<file path="src/rtl/tsg_pkg.sv">
// Package: register map and shared constants of the thermal shutdown guard.
// Assumes a 4-bit register address space.
package tsg_pkg;
    localparam int ADDR_W = 4;
    localparam logic [ADDR_W-1:0] A_CFG     = 4'd5;
    localparam logic [ADDR_W-1:0] A_LOCK    = 4'd6;
    localparam logic [ADDR_W-1:0] A_CRIT_ST = 4'd7;
    localparam logic [ADDR_W-1:0] A_HIGH_ST = 4'd8;
    localparam logic [ADDR_W-1:0] A_INT_ST  = 4'd9;
    localparam logic [ADDR_W-1:0] A_AMASK   = 4'd10;
    localparam int CFG_MASK_BIT = 7;
endpackage

</file>
<file path="src/rtl/tsg_limit_bank.sv">
// Write-once limit bank: one register per channel, loaded by the first
// write to its address, frozen afterwards until reset. The lock flag of a
// channel doubles as its arm flag. Assumes channel k sits at address k.
module tsg_limit_bank #(
    parameter int N_CH    = 5,
    parameter int TW      = 8,
    parameter int AW      = 4,
    parameter logic [TW-1:0] RST_VAL = 8'h64
) (
    input  logic              clk,
    input  logic              rst_n,
    input  logic              we_i,
    input  logic [AW-1:0]     addr_i,
    input  logic [TW-1:0]     wdata_i,
    output logic [N_CH*TW-1:0] lim_o,
    output logic [N_CH-1:0]   lock_o
);
    for (genvar k = 0; k < N_CH; k++) begin : g_ch
        logic [TW-1:0] lim_q;
        logic          lock_q;
        logic          hit;
        assign hit = we_i && (addr_i == AW'(k));
        // Purpose: load once, then hold value and lock until reset.
        always_ff @(posedge clk) begin
            if (!rst_n) begin
                lim_q  <= RST_VAL;
                lock_q <= 1'b0;
            end else if (hit && !lock_q) begin
                lim_q  <= wdata_i;
                lock_q <= 1'b1;
            end
        end
        assign lim_o[k*TW +: TW] = lim_q;
        assign lock_o[k]         = lock_q;
    end
endmodule

</file>
<file path="src/rtl/tsg_compare.sv">
// Comparator array: signed, strict greater-than of each temperature
// against its critical limit (gated by arm) and of each remote channel
// against its high limit. The last remote channel is skipped in voltage mode.
// Purely combinational; assumes channel 0 is the on-die sensor.
module tsg_compare #(
    parameter int N_EXT = 4,
    parameter int TW    = 8,
    localparam int N_CH = N_EXT + 1
) (
    input  logic [N_CH*TW-1:0]  temp_i,
    input  logic [N_CH*TW-1:0]  lim_i,
    input  logic [N_EXT*TW-1:0] high_i,
    input  logic [N_CH-1:0]     arm_i,
    input  logic                volt_i,
    output logic [N_CH-1:0]     crit_hit_o,
    output logic [N_EXT-1:0]    high_hit_o
);
    logic [N_CH-1:0] active;

    for (genvar k = 0; k < N_CH; k++) begin : g_crit
        if (k == N_CH - 1) begin : g_last
            assign active[k] = !volt_i;
        end else begin : g_norm
            assign active[k] = 1'b1;
        end
        assign crit_hit_o[k] = active[k] && arm_i[k] &&
            ($signed(temp_i[k*TW +: TW]) > $signed(lim_i[k*TW +: TW]));
    end

    for (genvar j = 0; j < N_EXT; j++) begin : g_high
        assign high_hit_o[j] = active[j+1] &&
            ($signed(temp_i[(j+1)*TW +: TW]) > $signed(high_i[j*TW +: TW]));
    end
endmodule

</file>
<file path="src/rtl/tsg_status.sv">
// Sticky status register: bits set by events, cleared by write-one-to-clear.
// A set in the same cycle as its clear wins.
module tsg_status #(
    parameter int W = 5
) (
    input  logic         clk,
    input  logic         rst_n,
    input  logic [W-1:0] set_i,
    input  logic         clr_we_i,
    input  logic [W-1:0] clr_i,
    output logic [W-1:0] q_o
);
    logic [W-1:0] clr_eff;
    assign clr_eff = clr_we_i ? clr_i : '0;
    // Purpose: accumulate events, drop acknowledged bits.
    always_ff @(posedge clk) begin
        if (!rst_n) q_o <= '0;
        else        q_o <= (q_o & ~clr_eff) | set_i;
    end
endmodule

</file>
<file path="src/rtl/thermal_trip_guard.sv">
// Top: write-once critical limits, configuration, sticky status, registered
// active-low shutdown and masked alert. Assumes N_EXT+1 <= TW and TW >= 8
// (the global alert mask sits at bit 7 of the configuration register).
module thermal_trip_guard
    import tsg_pkg::*;
#(
    parameter int N_EXT = 4,
    parameter int TW    = 8,
    parameter logic [TW-1:0] LIM_RST = 8'h64
) (
    input  logic                    clk,
    input  logic                    rst_n,
    input  logic                    reg_we,
    input  logic [ADDR_W-1:0]       reg_addr,
    input  logic [TW-1:0]           reg_wdata,
    output logic [TW-1:0]           reg_rdata,
    input  logic [(N_EXT+1)*TW-1:0] temp_in,
    input  logic [N_EXT*TW-1:0]     high_lim_in,
    input  logic                    ext4_volt_mode,
    output logic                    shdn_n,
    output logic                    alert
);
    localparam int N_CH = N_EXT + 1;

    logic [N_CH*TW-1:0] lim_w;
    logic [N_CH-1:0]    lock_w;
    logic [N_CH-1:0]    crit_hit;
    logic [N_EXT-1:0]   high_hit;
    logic [N_CH-1:0]    crit_q;
    logic [N_EXT-1:0]   high_q;
    logic [1:0]         int_q;
    logic               cfg_mask_q;
    logic [N_EXT-1:0]   cfg_link_q;
    logic [1:0]         amask_q;
    logic               shdn_n_q;

    tsg_limit_bank #(.N_CH(N_CH), .TW(TW), .AW(ADDR_W), .RST_VAL(LIM_RST)) u_bank (
        .clk(clk), .rst_n(rst_n), .we_i(reg_we), .addr_i(reg_addr),
        .wdata_i(reg_wdata), .lim_o(lim_w), .lock_o(lock_w)
    );

    tsg_compare #(.N_EXT(N_EXT), .TW(TW)) u_cmp (
        .temp_i(temp_in), .lim_i(lim_w), .high_i(high_lim_in), .arm_i(lock_w),
        .volt_i(ext4_volt_mode), .crit_hit_o(crit_hit), .high_hit_o(high_hit)
    );

    tsg_status #(.W(N_CH)) u_crit_st (
        .clk(clk), .rst_n(rst_n), .set_i(crit_hit),
        .clr_we_i(reg_we && reg_addr == A_CRIT_ST), .clr_i(reg_wdata[N_CH-1:0]),
        .q_o(crit_q)
    );

    tsg_status #(.W(N_EXT)) u_high_st (
        .clk(clk), .rst_n(rst_n), .set_i(high_hit),
        .clr_we_i(reg_we && reg_addr == A_HIGH_ST), .clr_i(reg_wdata[N_EXT-1:0]),
        .q_o(high_q)
    );

    tsg_status #(.W(2)) u_int_st (
        .clk(clk), .rst_n(rst_n), .set_i({|high_hit, |crit_hit}),
        .clr_we_i(reg_we && reg_addr == A_INT_ST), .clr_i(reg_wdata[1:0]),
        .q_o(int_q)
    );

    // Purpose: software-writable configuration and alert source masks.
    always_ff @(posedge clk) begin
        if (!rst_n) begin
            cfg_mask_q <= 1'b0;
            cfg_link_q <= '0;
            amask_q    <= '0;
        end else if (reg_we) begin
            if (reg_addr == A_CFG) begin
                cfg_mask_q <= reg_wdata[CFG_MASK_BIT];
                cfg_link_q <= reg_wdata[N_EXT:1];
            end
            if (reg_addr == A_AMASK) amask_q <= reg_wdata[1:0];
        end
    end

    // Purpose: register the shutdown request from all live trip conditions.
    always_ff @(posedge clk) begin
        if (!rst_n) shdn_n_q <= 1'b1;
        else        shdn_n_q <= !((|crit_hit) || (|(high_hit & cfg_link_q)));
    end

    assign shdn_n = shdn_n_q;
    assign alert  = !cfg_mask_q &&
                    (((|crit_q) && !amask_q[0]) || ((|high_q) && !amask_q[1]));

    // Purpose: combinational read mux over the register map.
    always_comb begin
        reg_rdata = '0;
        if (reg_addr < ADDR_W'(N_CH)) begin
            for (int k = 0; k < N_CH; k++)
                if (reg_addr == ADDR_W'(k)) reg_rdata = lim_w[k*TW +: TW];
        end else begin
            case (reg_addr)
                A_CFG: begin
                    reg_rdata[CFG_MASK_BIT] = cfg_mask_q;
                    reg_rdata[N_EXT:1]      = cfg_link_q;
                end
                A_LOCK:    reg_rdata[N_CH-1:0]  = lock_w;
                A_CRIT_ST: reg_rdata[N_CH-1:0]  = crit_q;
                A_HIGH_ST: reg_rdata[N_EXT-1:0] = high_q;
                A_INT_ST:  reg_rdata[1:0]       = int_q;
                A_AMASK:   reg_rdata[1:0]       = amask_q;
                default:   reg_rdata = '0;
            endcase
        end
    end
endmodule

</file>
<file path="config.mk">
export PLATFORM = sky130hd
export DESIGN_NAME = thermal_trip_guard
export DESIGN_NICKNAME = d
export VERILOG_FILES = /design/src/rtl/tsg_pkg.sv /design/src/rtl/tsg_limit_bank.sv /design/src/rtl/tsg_compare.sv /design/src/rtl/tsg_status.sv /design/src/rtl/thermal_trip_guard.sv
export SDC_FILE = /design/constraint.sdc
export NUM_CORES = 1
export LEC_CHECK = 0
export BUFFER_PORTS_ARGS = -buffer_cell sky130_fd_sc_hd__buf_2
export CORE_MARGIN = 5
export CORE_UTILIZATION = 57
export CTS_CLUSTER_SIZE = 24
export DETAILED_ROUTE_END_ITERATION = 8
export GPL_ROUTABILITY_DRIVEN = 0
export PLACE_DENSITY = 0.82
export SYNTH_ARGS = -nofsm -noshare
export SYNTH_HDL_FRONTEND = slang
export SYNTH_SLANG_ARGS = --single-unit
export TNS_END_PERCENT = 100
</file>
<file path="constraint.sdc">
create_clock -name clk -period 2.7 [get_ports clk]
set_clock_uncertainty 0.15 [all_clocks]
set_input_delay 0.27 -clock clk [delete_from_list [all_inputs] [get_ports clk]]
set_output_delay 0.27 -clock clk [all_outputs]
set_load 0.03 [all_outputs]
</file>
==> results of run 1 <==
## layout by cell type (no fill, tap or decap), drive strengths merged, types with 3 or more instances in the layout
| master | n |
|---|---|
| o21a | 9 |
| nand3 | 12 |
| and2 | 5 |
| ha | 72 |
| mux4 | 8 |
| inv | 84 |
| a21oi | 28 |
| mux2i | 41 |
| nor3 | 7 |
| nor2 | 23 |
| buf | 101 |
| o22ai | 3 |
| nor4 | 4 |
| clkbuf | 12 |
| nand2b | 8 |
| dfxtp | 64 |
| a21o | 6 |
| nand4 | 14 |
| nor2b | 38 |
| a21boi | 11 |
| a31oi | 4 |
| o21ai | 21 |
| o211ai | 18 |
| nand2 | 50 |
## layout make-up
type	instances	area [sq um]
multi-input cells	418	3310
well taps	108	135
clock inverters	3	65.1
fillers	693	2860
clock buffers	12	155
repair buffers	101	515
inverters	84	315
flip-flops and latches	64	1280
## cell usage after synthesis, types with 10 or more instances
library cell / instances / area [sq um]
inv_1: 83 / 312
ha_1: 72 / 901
dfxtp_1: 64 / 1280
nand2_1: 49 / 184
mux2i_1: 41 / 410
nor2b_1: 37 / 231
a21oi_1: 28 / 140
nor2_1: 21 / 78.8
o211ai_1: 18 / 135
o21ai_0: 16 / 80.1
nand4_1: 14 / 87.6
nand3_1: 12 / 60.1
clkbuf_1: 10 / 37.5
## per-layer routing
layer,wire [um],track usage
met5,0,0
met4,463,0.107
met3,1110,0.0591
met2,7050,0.444
met1,5420,0.297
## through the flow
stage	utilization	instance area [sq um]	power (uW)
3_5_place_dp	0.644	5560	1480
4_1_cts	0.669	5780	2400
6_report	0.669	5780	2400
3_3_place_gp	0.644	5560	1450
5_1_grt	0.669	5780	2500
2_1_floorplan	-	5020	1310
## cells by family (layout without fill, tap and decap cells)
kind of cell,after synthesis,count (layout),synth area share
AO/OA/AOI/OAI,126,126,0.176
adder cells (fa/ha/maj),72,72,0.179
buffers and inverters,106,200,0.0847
flip-flops,64,64,0.255
multiplexers,51,51,0.122
AND/OR/NAND/NOR,169,169,0.183
## critical path, delay by kind of cell
kind            cells  cell delay, ps
buf+inv             2             740
mux                 1             590
simple gates        1              80
compound gates      2             240
## sequential cells by signal, indices dropped and copies added, names as in the netlist
| name | cells |
|---|---|
| u_crit_st.q_o | 5 |
| shdn_n | 1 |
| cfg_link_q | 4 |
| u_bank.g_ch.lock_q | 5 |
| u_bank.g_ch.lim_q | 40 |
| amask_q | 2 |
| u_high_st.q_o | 4 |
| cfg_mask_q | 1 |
| u_int_st.q_o | 2 |
## power breakdown
| group | leakage [uW] | internal (uW) | switching (uW) |
|---|---|---|---|
| registers | 0.000519 | 966 | 19.8 |
| clock network | 0.000112 | 564 | 367 |
| logic | 0.00212 | 207 | 276 |
| total | 0.00275 | 1740 | 663 |
## worst paths after layout
kind,slack [ps],to
worst max-delay path,340,reg_rdata[3]
worst min-delay path,110,u_bank.g_ch[0].lim_q[6]
worst max register to register,350,u_int_st.q_o[0]
worst min register to register,340,u_high_st.q_o[1]
==> run_results.csv, run 1 <==
group,metric,value,unit
outcome,outcome,"completed",
finish,drive_gt1_frac,0.207,
global_route,antenna_found_initial,0,
critical_path,slowest_delay,590,ps
critical_path,startpoint,"reg_addr[0]",
critical_path,crit_fanout,30,
timing,finalMaxSlewViolations,0,
global_route,grt_pass1_wl,22.3,mm
place,hpwlAfterDp,11.4,mm
critical_path,crit_top_cell,"buf_2",
synthesis,synth-async-reset-ratio,0,
clock_tree,numCtsBuffers,9,
timing,hold-worst-slack,111,ps
critical_path,crit_required,2280,ps
clock_tree,numClockSinks,64,
clock_tree,path_clk_slew,70,ps
critical_path,worstRegToRegCells,8,
timing,fin_tns_setup,0,ps
clock_tree,postCtsSetupBuffers,0,
global_route,grt_start_max_net_pins,34,
detailed_routing,routed_via_density,5.95,
global_route,grt_pass1_vias,4719,
synthesis,ys_ff_latch,64,
floorplanning,initial_core_util,0.581,
hold_path,hp-start,"reg_wdata[6]",
synthesis,ys_seq_area_frac,0.255,
timing,rsz0062_at_grt,"no",
timing,tightestPinTransition,690,ps
timing,layout_worst_path_cycle_share,0.874,
floorplanning,die_w,104,um
detailed_routing,drt_iter0_markers,395,
clock_tree,insertion_delay,350,ps
floorplanning,boundaryPins,98,
synthesis,synth_cell_types,64,
critical_path,crit_chain,"buf_2, mux4_2, nand2_1, o31a_1, o211ai_1, buf_2",
timing,setup_violations,0,
clock_tree,clk_path_buf_depth,2,
pwr,power.density,415,nW/um^2
synthesis,syn_area,5020,sq um
floorplanning,core-area,8640,sq um
clock_tree,ctsHoldBuffers,0,
global_route,grt-ovfl-total,0,
synthesis,synth_flop_cell,"dfxtp_1",
run,drv_cap,0,
global_route,grt_use_total,0.254,
finish,synthToLayoutAreaGrowth,15.2,%
critical_path,critPathLaunchType,"input pin",
hold_path,hold_path_class,"in2reg",
floorplanning,die_area,10800,sq um
timing,fin_ws,339,ps
synthesis,synth_cells,588,
detailed_routing,vias,4698,
detailed_routing,drt-total-wl,14.0,mm
detailed_routing,ant_nets,0,
floorplanning,die_h,104,um
floorplanning,row_count,34,
detailed_routing,wl_per_cell,17.8,um
synthesis,ys_warn_count,0,
pwr,p_leak,0.00275,uW
finish,layoutNonFillerInstCount,790,
finish,fin_nets,838,
detailed_routing,drtPass1Iterations,5,
clock_tree,cts_tree,"built",
critical_path,cpMaxStageDelayCell,"mux4_2",
synthesis,postSynthAreaPerCell,8.54,sq um
critical_path,path_class,"in2out",
clock_tree,cts_resized,0,
timing,finalHoldViolCount,0,
hold_path,hold_path_depth,3,
clock_tree,cts_root_buf,"clkbuf_8",
place,dpl_worst_slack,394,ps
timing,layout_min_cycle_time,2360,ps
finish,diodes,0,
timing,maxSlewHeadroom,0.540,
critical_path,reg2reg_from,"u_bank.g_ch[0].lim_q[3]",
synthesis,syn_nets,748,
critical_path,end_kind,"output port",
pwr,peakVddDrop,292,uV
clock_tree,cts_max_level,3,
place,place_inst,775,
place,portBuffers,97,
timing,clock.fmax,424,MHz
detailed_routing,drc,0,
synthesis,synth-edff-count,0,
critical_path,arrival,1940,ps
Note: power is estimated with default switching activity, not from simulation.
==> inputs of run 2 (changes only) <==
==> constraint.sdc (replaced) <==
create_clock -name clk -period 2.7 [get_ports clk]
set_clock_uncertainty 0.15 [all_clocks]
set_input_delay 0.405 -clock clk [delete_from_list [all_inputs] [get_ports clk]]
set_output_delay 0.405 -clock clk [all_outputs]
set_load 0.03 [all_outputs]
==> run 2 against run 1 <==
  * Highest routed layer unchanged
  * Die area stayed put
  * Worst hold slack gained 110 ps
  * Critical endpoint is now reg_rdata[1]
  * Utilization grew 0.087 points
==> run_results.csv, run 2 (synthesis gave the netlist of run 1 again) <==
group,metric,value,unit
finish,synthToLayoutAreaGrowth,15.3,%
clock_tree,path_clk_slew,70,ps
global_route,grt_start_max_net_pins,45,
timing,maxSlewHeadroom,0.662,
critical_path,crit_required,2140,ps
critical_path,crit_fanout,20,
timing,layout_worst_path_cycle_share,0.916,
clock_tree,numClockSinks,64,
detailed_routing,drt-total-wl,14.0,mm
critical_path,end_kind,"output port",
run,drv_cap,0,
detailed_routing,drt_iter0_markers,316,
critical_path,reg2reg_from,"u_bank.g_ch[3].lim_q[3]",
clock_tree,cts_root_buf,"clkbuf_8",
detailed_routing,ant_nets,0,
floorplanning,die_area,10800,sq um
finish,final_common_cell,"buf_2",
detailed_routing,routed_via_density,5.85,
clock_tree,clk_path_buf_depth,2,
finish,reg_top3,"u_bank.g_ch.lim_q: 40 flops, u_bank.g_ch.lock_q: 5 flops, u_crit_st.q_o: 5 flops",
detailed_routing,drc,0,
critical_path,critPathLaunchType,"input pin",
timing,finalMaxSlewViolations,0,
finish,diodes,0,
critical_path,path_class,"in2out",
critical_path,crit_chain,"buf_2, buf_4, mux2_2, nand2_1, o22ai_1, o21a_1, buf_2",
clock_tree,numCtsBuffers,9,
timing,fin_ws,227,ps
place,hpwlAfterDp,11.3,mm
critical_path,arrival,1920,ps
floorplanning,row_count,34,
clock_tree,cts_resized,0,
hold_path,hold_end,"u_bank.g_ch[0].lim_q[6]",
detailed_routing,wl_per_cell,17.6,um
pwr,peakVddDrop,231,uV
finish,regMostFlops,"u_bank.g_ch.lim_q",
detailed_routing,vias,4647,
timing,tightestPinTransition,507,ps
clock_tree,postCtsSetupBuffers,0,
place,dpl_worst_slack,233,ps
global_route,antenna_found_initial,0,
clock_tree,cts_max_level,3,
floorplanning,initial_core_util,0.581,
global_route,grt-ovfl-total,0,
critical_path,crit_top_cell,"buf_2",
place,place_inst,779,
timing,clock.fmax,404,MHz
global_route,grt_use_total,0.255,
critical_path,reg2reg_to,"u_int_st.q_o[0]",
detailed_routing,drtPass1Iterations,7,
pwr,power.density,397,nW/um^2
timing,layout_min_cycle_time,2470,ps
finish,largest_reg_flops,40,
floorplanning,die_w,104,um
global_route,grt_pass1_wl,22.6,mm
global_route,grt_pass1_vias,4763,
clock_tree,insertion_delay,350,ps
clock_tree,ctsHoldBuffers,0,
hold_path,hold_path_depth,2,
finish,fin_nets,842,
timing,fin_tns_setup,0,ps
pwr,p_leak,0.00275,uW
timing,setup_violations,0,
critical_path,slowest_delay,410,ps
finish,layout_common_cells,"97 x buf_2, 83 x inv_1, 72 x ha_1, 64 x dfxtp_1, 49 x nand2_1",
timing,finalHoldViolCount,0,
hold_path,hp-start,"rst_n",
critical_path,worstRegToRegCells,8,
finish,layoutNonFillerInstCount,795,
hold_path,hold_path_class,"in2reg",
critical_path,ff2ff_setup_slack,420,ps
finish,drive_gt1_frac,0.213,
clock_tree,cts_tree,"built",
timing,rsz0062_at_grt,"no",
critical_path,cpMaxStageDelayCell,"buf_2",
floorplanning,core-area,8640,sq um
outcome,outcome,"completed",
floorplanning,boundaryPins,98,
floorplanning,die_h,104,um
place,portBuffers,97,
## run 2: metal layers
| layer | global-route usage | vias up | part of all wire |
|---|---|---|---|
| met1 | 0.300 | 2162 | 0.40 |
| li1 | - | 2263 | - |
| met3 | 0.0578 | 44 | 0.068 |
| met2 | 0.432 | 178 | 0.49 |
| met5 | 0 | - | 0 |
| met4 | 0.133 | 0 | 0.046 |
## run 2: worst max-delay path by stage
stage / cells past startpoint / end / slack (ps) / from
5_1_grt: 7 / reg_rdata[1] / 140 / reg_addr[0]
2_1_floorplan: 7 / reg_rdata[0] / 300 / reg_addr[0]
6_report: 7 / reg_rdata[1] / 230 / reg_addr[0]
3_3_place_gp: 6 / reg_rdata[3] / 270 / reg_addr[0]
3_5_place_dp: 7 / reg_rdata[1] / 230 / reg_addr[0]
4_1_cts: 7 / reg_rdata[1] / 220 / reg_addr[0]
## run 2: power by group
| group | total, uW | switching [uW] | internal (uW) |
|---|---|---|---|
| Combinational | 482 | 273 | 208 |
| Sequential | 987 | 20.8 | 966 |
| Clock | 830 | 380 | 450 |
| Total | 2300 | 674 | 1620 |
## run 2: stage by stage
stage | power (uW) | area [sq um] | hold WS [ps] | util
after floorplan | 1310 | 5020 | 302 | -
after global placement | 1460 | 5590 | 321 | 0.647
after detailed placement | 1480 | 5590 | 342 | 0.647
after CTS | 2300 | 5790 | 217 | 0.670
after global routing | 2400 | 5790 | 236 | 0.670
final | 2300 | 5790 | 224 | 0.670
## run 2: final cells by class
class                   instances  area [sq um]
multi-input cells             418          3310
fillers                       728          2850
flip-flops and latches         64          1280
repair buffers                105           546
inverters                      84           315
clock buffers                  11           141
well taps                     108           135
clock inverters                 5          56.3
## run 2: critical path, delay by kind of cell
family / cells / cell delay (ps)
buffers and inverters: 3 / 830
AOI/OAI and AO/OA: 2 / 270
and+or+nand+nor: 1 / 70
muxes: 1 / 340
